### src/rtl/deser_pkg.sv
package deser_pkg;
  localparam int DEF_WORD_W = 16;

  typedef struct packed {
    logic loadWord;   // this edge closes a group of bits
    logic lsbFirst;   // lane order to apply when loading
  } deserCtl_t;
endpackage

### src/rtl/deser_ctrl.sv
module deser_ctrl
  import deser_pkg::*;
#(
  parameter int WORD_W = DEF_WORD_W
) (
  input  logic                      clk,
  input  logic                      rst,
  input  logic                      lsbFirstIn,
  input  logic [1:0]                phaseSelIn,
  output deserCtl_t                 ctl,
  output logic [$clog2(WORD_W)-1:0] cntOut,
  output logic [1:0]                phaseCur,
  output logic                      wordClkA,
  output logic                      wordClkB
);
  localparam int CW      = $clog2(WORD_W);
  localparam int QUARTER = WORD_W / 4;
  localparam int HALF    = WORD_W / 2;

  logic [CW-1:0] cnt;
  logic [CW-1:0] cntNext;
  logic [CW-1:0] shiftedNext;
  logic [1:0]    phaseReg;
  logic [1:0]    phaseNext;
  logic          boundary;

  always_comb begin
    boundary    = (cnt == CW'(WORD_W - 1));
    cntNext     = cnt + 1'b1;
    phaseNext   = boundary ? phaseSelIn : phaseReg;
    shiftedNext = cntNext - CW'(int'(phaseNext) * QUARTER);
  end

  always_ff @(posedge clk) begin
    if (rst) begin
      cnt      <= '0;
      phaseReg <= '0;
      wordClkA <= 1'b1;
      wordClkB <= 1'b1;
    end else begin
      cnt      <= cntNext;
      phaseReg <= phaseNext;
      wordClkA <= (cntNext < CW'(HALF));
      wordClkB <= (shiftedNext < CW'(HALF));
    end
  end

  always_comb begin
    ctl.loadWord = boundary;
    ctl.lsbFirst = lsbFirstIn;
  end

  assign cntOut   = cnt;
  assign phaseCur = phaseReg;
endmodule

### src/rtl/deser_datapath.sv
module deser_datapath
  import deser_pkg::*;
#(
  parameter int WORD_W = DEF_WORD_W
) (
  input  logic              clk,
  input  logic              rst,
  input  logic              serialIn,
  input  deserCtl_t         ctl,
  output logic [WORD_W-1:0] wordOut,
  output logic              wordValid
);
  logic [WORD_W-1:0] shiftReg;
  logic [WORD_W-1:0] nextShift;
  logic [WORD_W-1:0] revWord;

  assign nextShift = {shiftReg[WORD_W-2:0], serialIn};

  for (genvar g = 0; g < WORD_W; g++) begin : gLane
    assign revWord[g] = nextShift[WORD_W-1-g];
  end

  always_ff @(posedge clk) begin
    if (rst) begin
      shiftReg  <= '0;
      wordOut   <= '0;
      wordValid <= 1'b0;
    end else begin
      shiftReg  <= nextShift;
      wordValid <= ctl.loadWord;
      if (ctl.loadWord) begin
        wordOut <= ctl.lsbFirst ? revWord : nextShift;
      end
    end
  end
endmodule

### src/rtl/serial_deser16.sv
module serial_deser16
  import deser_pkg::*;
#(
  parameter int WORD_W = DEF_WORD_W
) (
  input  logic              clk,
  input  logic              rst,
  input  logic              serialIn,
  input  logic              lsbFirst,
  input  logic [1:0]        phaseSel,
  output logic [WORD_W-1:0] wordOut,
  output logic              wordValid,
  output logic              wordClkA,
  output logic              wordClkB
);
  localparam int CW = $clog2(WORD_W);

  deserCtl_t     ctl;
  logic [CW-1:0] cntVal;
  logic [1:0]    phaseCur;

  deser_ctrl #(.WORD_W(WORD_W)) uCtrl (
    .clk        (clk),
    .rst        (rst),
    .lsbFirstIn (lsbFirst),
    .phaseSelIn (phaseSel),
    .ctl        (ctl),
    .cntOut     (cntVal),
    .phaseCur   (phaseCur),
    .wordClkA   (wordClkA),
    .wordClkB   (wordClkB)
  );

  deser_datapath #(.WORD_W(WORD_W)) uData (
    .clk       (clk),
    .rst       (rst),
    .serialIn  (serialIn),
    .ctl       (ctl),
    .wordOut   (wordOut),
    .wordValid (wordValid)
  );
endmodule

### config.mk
export PLATFORM = sky130hd
export DESIGN_NAME = serial_deser16
export DESIGN_NICKNAME = d
export VERILOG_FILES = /design/src/rtl/deser_pkg.sv /design/src/rtl/deser_ctrl.sv /design/src/rtl/deser_datapath.sv /design/src/rtl/serial_deser16.sv
export SDC_FILE = /design/constraint.sdc
export NUM_CORES = 1
export LEC_CHECK = 0
export CORE_ASPECT_RATIO = 0.6
export CORE_UTILIZATION = 51
export CTS_CLUSTER_DIAMETER = 100
export DETAILED_ROUTE_END_ITERATION = 16
export PLACE_DENSITY = 0.84
export SLEW_MARGIN = 20
export SYNTH_ARGS = -nofsm -noshare
export SYNTH_HDL_FRONTEND = slang
export SYNTH_HIERARCHICAL = 1
export SYNTH_SLANG_ARGS = --single-unit
export TNS_END_PERCENT = 50
### constraint.sdc
create_clock -name clk -period 2.2 [get_ports clk]
set_clock_uncertainty 0.2 [all_clocks]
set_input_delay 0.44 -clock clk [delete_from_list [all_inputs] [get_ports clk]]
set_output_delay 0.44 -clock clk [all_outputs]
set_load 0.05 [all_outputs]
# Word level (Yosys, flattened, before mapping)
# Cells that the tools add are included.
# totals
latch_bits	0
ram_bits	0
n_memories	0
word_cells	14
reg_bits	40
romBits	0
# op_classes
mux	2
n_bitwise	0
n_addsub	2
n_eq_ne	1
n_lt_le_gt_ge	2
reduce_logical	0
shift	0
div	0
n_mul	0
# ops
cell	n
$mux W16	1
$lt A4 B4 Y1 const B	2
$add A4 B1 Y4 const B	1
$eq A4 B4 Y1 const B	1
$sub A4 B4 Y4	1
$mux W2	1

# Longest topological paths before layout
# Gate-level depths: netlist (run 1).
# depth
depth_word	4
ltp_mapped	8

# By module
# The synthesis (run 1) kept the hierarchy.
# by_module_without_submodules
mod	instances	area_per_inst_um2	cells_each
deser_datapath	1	1142.3	105
deser_ctrl	1	327.8	30

# Worst setup path after synthesis (run 1)
# No wires, ideal clock.
# synth_timing
path_kind	register to register
startpoint	register uCtrl.cnt[0] (netlist: uCtrl/cntOut[0])
endpoint	register uData.wordOut[10]
path_stages_with_launch	8
slack_ns	0.441
synth_period_minus_slack_ns	1.759
path_buffers	4
t_arrival_ns	1.474
setup_time_ns	0.086
cell_sequence	dfxtp_1 > ha_1 > and3_1 > buf_2 > buf_4 > buf_2 > clkbuf_1 > a211oi_1
# synth_between
elab_chain_cells	1
# synth_rtl
element	line_no	rtl
start, declared	deser_ctrl.sv:20	logic [CW-1:0] cnt;
start signal, assigned	deser_ctrl.sv:41	cnt <= cntNext;
$eq A4 B4 Y1	deser_ctrl.sv:28	boundary = (cnt == CW'(WORD_W - 1));
net uCtrl.boundary	deser_ctrl.sv:25	logic boundary;
end signal, assigned	deser_datapath.sv:32	wordOut <= ctl.lsbFirst ? revWord : nextShift;
end, declared	deser_datapath.sv:10	output logic [WORD_W-1:0] wordOut,
# The timed path passes the listed nets, and every way through them passes these cells.
# A chain may end at the register's enable or synchronous reset.

# Worst setup path in the final report (run 1)
# layout_timing
startpoint	register uData.wordOut[9]
endpoint	output port wordOut[9]
# layout_lines
element	line_no	rtl
end, declared	serial_deser16.sv:11	output logic [WORD_W-1:0] wordOut,
# No word-level cell between the ends.

==> impl_metrics.env, run 1 <==
export IMPL_violations="design-rule violations"
export IMPL_path_buf_inv=1
export IMPL_setup_tns_ns=0
export IMPL_synth_seq_cells=40
export IMPL_tritoncts="yes"
export IMPL_rows=14
export IMPL_root_buffer="clkbuf_8"
export IMPL_vias=999
export IMPL_initial_core_util=0.563
export IMPL_wl_mm=2.69
export IMPL_drt_pass1_iter_count=10
export IMPL_antenna_found_initial=0
export IMPL_cp_end_kind="output port"
export IMPL_yosysSeqAreaShare=0.545
export IMPL_die_y_um=43.6
export IMPL_cp_top_family="buffers and inverters"
export IMPL_insertion_delay_ns=0.30
export IMPL_status="complete, but fails checks"
export IMPL_drt_iter0_drc=70
export IMPL_postRouteAntennaNets=0
export IMPL_start_kind="flip-flop"
export IMPL_cts_num_sinks=40
export IMPL_syn2layout_area_growth_pct=22.0
export IMPL_path_max_fanout=2
export IMPL_hold_path_end="uCtrl/cntOut[0]"
export IMPL_layout_nets=164
export IMPL_r2r_slack_ns=0.32
export IMPL_hold_class="flip-flop to flip-flop"
export IMPL_worst_r2r_endpoint="uData/wordOut[12]"
export IMPL_path_class="flip-flop to output port"
export IMPL_via_per_inst=5.26
export IMPL_max_cap_violations=0
export IMPL_core_region_area_um2=2610
export IMPL_slew_violations=0
export IMPL_grt_setup_unrepaired="no"
export IMPL_min_from="uCtrl/cntOut[0]"
export IMPL_layout_min_cycle_time_ns=2.12
export IMPL_synth_cells=135
export IMPL_cp_slowest_cell="clkdlybuf4s50_1"
export IMPL_avgSynthCellArea_um2=10.9
export IMPL_cts_buffers=5
export IMPL_register_area_um2=801
export IMPL_place_area_um2=1700
export IMPL_setup_viol=0
export IMPL_finalCritPeriodShare=0.963
export IMPL_grt_overflow=0
export IMPL_ys_warn_count=6
export IMPL_powerDensity_nw_per_um2=719
export IMPL_die_area_um2=3110
export IMPL_fmax_mhz=472
export IMPL_p_leak_nw=0.674
export IMPL_crit_path_max_incr_delay_ns=0.82
export IMPL_syn_nets=142
export IMPL_vdd_ir_drop_max_uv=368
export IMPL_clk_pin_slew_worst_paths_ns=0.07
export IMPL_hold_depth=1
export IMPL_die_x_um=71.3
export IMPL_worstPathCellList="clkdlybuf4s50_1"
export IMPL_syn_cell_area_um2=1470
export IMPL_grt_max_degree=40
export IMPL_ys_types=22
export IMPL_dpl_hpwl_mm=1.86
export IMPL_critPathRequiredTime_ns=1.56
export IMPL_slew_headroom=0.653
export IMPL_multiInputGateArea_um2=584
export IMPL_reg2regPathDepth=5
export IMPL_hold_buffers=0
export IMPL_layout_drive_gt1_share=0.0696
export IMPL_tightest_slew_ns=0.518
export IMPL_track_usage=0.197
export IMPL_port_buffers=24
export IMPL_post_cts_buffers=0
export IMPL_grt_pass1_wl_mm=4.25
export IMPL_gp_congestion=0.688
export IMPL_grt_pass1_vias=848
export IMPL_wl_per_cell_um=14.2
export IMPL_cp_arrival_ns=1.48
export IMPL_final_area_um2=1790
export IMPL_post_route_drc_count=4
export IMPL_hold_violations=0
export IMPL_h_tree_depth=2
export IMPL_holdWs_ns=0.250
export IMPL_ios=25
export IMPL_clock_path_buffers=2
export IMPL_worstReg2RegStart="uCtrl/cntOut[0]"
export IMPL_diodes=0
export IMPL_ctsResizeCount=0
export IMPL_nFillCells=190
-- cells in the mapped netlist --
master / count / area, um^2
nor2b_1: 17 / 106
nand2b_1: 1 / 6.26
nor3b_1: 1 / 7.51
a211oi_1: 16 / 120
buf_12: 1 / 20.0
dfxtp_1: 40 / 801
buf_2: 4 / 20.0
xnor3_1: 1 / 22.5
inv_1: 1 / 3.75
buf_6: 1 / 11.3
mux2_2: 1 / 11.3
a31oi_1: 1 / 6.26
mux2i_2: 1 / 13.8
xor2_1: 1 / 8.76
nand3_1: 1 / 5.00
clkbuf_1: 4 / 15.0
xnor2_1: 1 / 8.76
and3_1: 1 / 6.26
mux2i_1: 17 / 170
buf_4: 2 / 15.0
ha_1: 1 / 12.5
nor2_1: 21 / 78.8
-- how the worst max path moves through the flow --
stage                          start                 to  slack [ns]  cells after the start
detailed placement       phaseSel[0]     uCtrl/wordClkB        0.32                      5
CTS                 uData/wordOut[9]         wordOut[9]        0.07                      1
global route        uData/wordOut[9]         wordOut[9]        0.05                      1
finish              uData/wordOut[9]         wordOut[9]        0.08                      1
global placement         phaseSel[0]     uCtrl/wordClkB        0.36                      5
floorplan            uCtrl/cntOut[0]  uData/wordOut[10]        0.44                      7
-- power by group --
part           switching [W]  total [W]  internal (W)
sequential        0.00000606   0.000738      0.000732
clock               0.000240   0.000496      0.000255
combinational      0.0000278  0.0000555     0.0000277
total               0.000274    0.00129       0.00101
-- cell families after synthesis --
group | synth area share
compound gates | 0.0860
simple gates | 0.143
xor+xnor | 0.0272
flops | 0.545
mux | 0.133
fa+ha+maj | 0.00851
buf+inv | 0.0579
-- per-stage QoR --
step / power, W / std cells / worst slack, ns / util
after floorplan: 0.000792 / 135 / 0.441 / -
after global placement: 0.000807 / 182 / 0.362 / 0.653
after detailed placement: 0.000810 / 182 / 0.317 / 0.653
after CTS: 0.00130 / 190 / 0.0746 / 0.687
after global routing: 0.00134 / 190 / 0.0517 / 0.687
final: 0.00129 / 190 / 0.0821 / 0.687
-- placed cells by master, fill, tap and decap left out --
cell type	Yosys	final
nor2_1	21	21
nor2b_1	17	17
dfxtp_1	40	40
xnor2_1	1	1
ha_1	1	1
nand3_1	1	1
clkbuf_8	0	6
mux2i_2	1	1
mux2_2	1	1
mux2i_1	17	17
clkbuf_1	4	2
buf_12	1	1
xnor3_1	1	1
buf_4	2	2
inv_1	1	1
and3_1	1	1
xor2_1	1	1
a211oi_1	16	16
nand2b_1	1	1
nor3b_1	1	1
a31oi_1	1	1
clkdlybuf4s50_1	0	24
-- routing by layer --
layer / track usage / share of wire / vias to the layer above
met3: 0.0698 / 0.055 / 8
li1: - / - / 501
met4: 0.132 / 0.023 / 0
met1: 0.287 / 0.53 / 455
met5: 0 / 0 / -
met2: 0.240 / 0.39 / 35
-- flip-flops by register name, summed over array words and instances, names as in the netlist --
register	cells
uData/wordOut	16
uData/shiftReg	15
uCtrl/cntOut	4
uCtrl/phaseCur	2
uCtrl/wordClkA	1
uCtrl/wordClkB	1
uData/wordValid	1
-- final cells by class --
type,count,share of cell area
Clock buffer,8,0.0502
Multi-Input combinational cell,82,0.326
Timing Repair Buffer,27,0.153
Tap cell,32,0.0223
Sequential cell,40,0.446
Inverter,1,0.00209
(Power assumes the default switching activity.)
==> run 2: changes to the inputs <==
==> constraint.sdc (replaced) <==
create_clock -name clk -period 2.1 [get_ports clk]
set_clock_uncertainty 0.2 [all_clocks]
set_input_delay 0.42 -clock clk [delete_from_list [all_inputs] [get_ports clk]]
set_output_delay 0.42 -clock clk [all_outputs]
set_load 0.05 [all_outputs]
==> impl_metrics.env, run 2 (synthesized netlist as in run 1, its figures left out) <==
export IMPL_h_tree_depth=2
export IMPL_met1_length_mm=1.41
export IMPL_grt_overflow=0
export IMPL_rows=14
export IMPL_violations="design-rule violations"
export IMPL_fmax_mhz=485
export IMPL_worst_path_stages=1
export IMPL_status="complete, but fails checks"
export IMPL_antenna_found_initial=0
export IMPL_vdd_ir_drop_max_uv=406
export IMPL_stdcell_count=189
export IMPL_vias=971
export IMPL_setup_tns_ns=0
export IMPL_hold_class="flip-flop to flip-flop"
export IMPL_wl_mm=2.72
export IMPL_slew_violations=0
export IMPL_path_buf_inv=1
export IMPL_start_kind="flip-flop"
export IMPL_critPathRequiredTime_ns=1.48
export IMPL_cts_num_sinks=40
export IMPL_path_class="flip-flop to output port"
export IMPL_p_total_w=0.00130
export IMPL_dp_cells=182
export IMPL_tightest_slew_ns=0.512
export IMPL_core_region_area_um2=2610
export IMPL_ios=25
export IMPL_hold_violations=0
export IMPL_worst_r2r_endpoint="uData/wordOut[9]"
export IMPL_port_buffers=24
export IMPL_layout_commonest_cell="dfxtp_1"
export IMPL_cp_slowest_cell="clkdlybuf4s50_1"
export IMPL_dpl_hpwl_mm=1.91
export IMPL_die_x_um=71.3
export IMPL_layout_nets=164
export IMPL_cp_end_kind="output port"
export IMPL_diodes=0
export IMPL_postRouteAntennaNets=0
export IMPL_place_area_um2=1700
export IMPL_post_route_drc_count=4
export IMPL_clock_path_buffers=2
export IMPL_r2r_slack_ns=0.23
export IMPL_drt_pass1_iter_count=10
export IMPL_gp_congestion=0.734
export IMPL_routed_top_layer="met4"
export IMPL_largest_reg_flops=16
export IMPL_min_from="uCtrl/cntOut[0]"
export IMPL_die_y_um=43.6
export IMPL_syn2layout_area_growth_pct=21.5
export IMPL_max_cap_violations=0
export IMPL_reg2regPathDepth=5
export IMPL_cp_arrival_ns=1.44
export IMPL_final_area_um2=1790
export IMPL_worstPathCellList="clkdlybuf4s50_1"
export IMPL_slew_headroom=0.658
export IMPL_layout_min_cycle_time_ns=2.06
export IMPL_worstReg2RegStart="uCtrl/cntOut[0]"
export IMPL_final_util=0.685
export IMPL_startpoint="uData/wordOut[14]"
export IMPL_cp_top_family="buffers and inverters"
export IMPL_via_per_inst=5.14
export IMPL_grt_setup_unrepaired="no"
export IMPL_mostFrequentLayoutCells="40 x dfxtp_1, 21 x nor2_1, 17 x mux2i_1, 17 x nor2b_1, 16 x a211oi_1"
export IMPL_insertion_delay_ns=0.29
export IMPL_root_buffer="clkbuf_8"
export IMPL_drt_iter0_drc=74
export IMPL_p_leak_nw=0.743
export IMPL_powerDensity_nw_per_um2=729
export IMPL_grt_pass1_wl_mm=4.38
export IMPL_grt_max_degree=40
export IMPL_wl_met3_um=147
export IMPL_wl_per_cell_um=14.4
export IMPL_nFillCells=184
export IMPL_setup_viol=0
export IMPL_layout_drive_gt1_share=0.108
export IMPL_dr_wl_met2_mm=1.14
export IMPL_crit_path_max_incr_delay_ns=0.81
export IMPL_die_area_um2=3110
export IMPL_initial_core_util=0.563
export IMPL_clk_pin_slew_worst_paths_ns=0.07
export IMPL_track_usage=0.191
export IMPL_top_register="uData/wordOut"
export IMPL_path_max_fanout=2
export IMPL_finalCritPeriodShare=0.981
export IMPL_endpoint="wordOut[14]"
export IMPL_tritoncts="yes"
export IMPL_grt_pass1_vias=920
export IMPL_cts_buffers=5
-- run 2: cell count changes in the layout (fill, tap and decap cells not counted), sizes merged --
cell	before	now
buf	3	9
clkdlybuf4s50	24	15
dlymetal6s2s	0	3
clkinv	0	1
clkbuf	8	6
-- run 2: how the worst min path moves through the flow --
stage | end | slack [ns] | cells after the start
after global routing | uData/shiftReg[3] | 0.29 | 1
after detailed placement | uCtrl/cntOut[0] | 0.26 | 1
final | uCtrl/cntOut[0] | 0.26 | 1
after CTS | uCtrl/cntOut[0] | 0.27 | 1
after global placement | uCtrl/cntOut[0] | 0.23 | 1
after floorplan | uCtrl/cntOut[0] | 0.22 | 1
-- run 2: what timing repair did --
item / CTS / global route
buffers inserted: 0 / 0
hold buffers: 0 / 0
hold endpoints to repair: 0 / 0
setup endpoints to repair: 0 / 3
gates resized for setup: 0 / 3
-- run 2: layout make-up --
cell class | instances | area, um^2 | share of cell area
inverters | 1 | 3.75 | 0.00210
repair buffers | 27 | 280 | 0.157
well taps | 32 | 40.0 | 0.0224
multi-input cells | 82 | 584 | 0.327
clock inverters | 1 | 5.00 | 0.00280
flip-flops and latches | 40 | 801 | 0.448
clock buffers | 6 | 72.6 | 0.0406
-- run 2: where the power goes --
| part | switching, W | total, W | internal [W] |
|---|---|---|---|
| Sequential | 0.00000718 | 0.000774 | 0.000767 |
| Clock | 0.000240 | 0.000466 | 0.000226 |
| Combinational | 0.0000303 | 0.0000623 | 0.0000321 |
| Total | 0.000277 | 0.00130 | 0.00102 |
-- run 2: through the flow --
stage                     worst slack, ns  hold slack (ns)
after floorplan                     0.341            0.216
after global placement              0.284            0.228
after detailed placement            0.231            0.257
after CTS                          0.0149            0.273
after global routing               0.0151            0.288
final                              0.0396            0.264
-- run 2: routing by layer --
metal	vias up	global-route usage
met5	-	0
met1	450	0.262
li1	495	-
met2	23	0.278
met3	3	0.0721
met4	0	0.0720
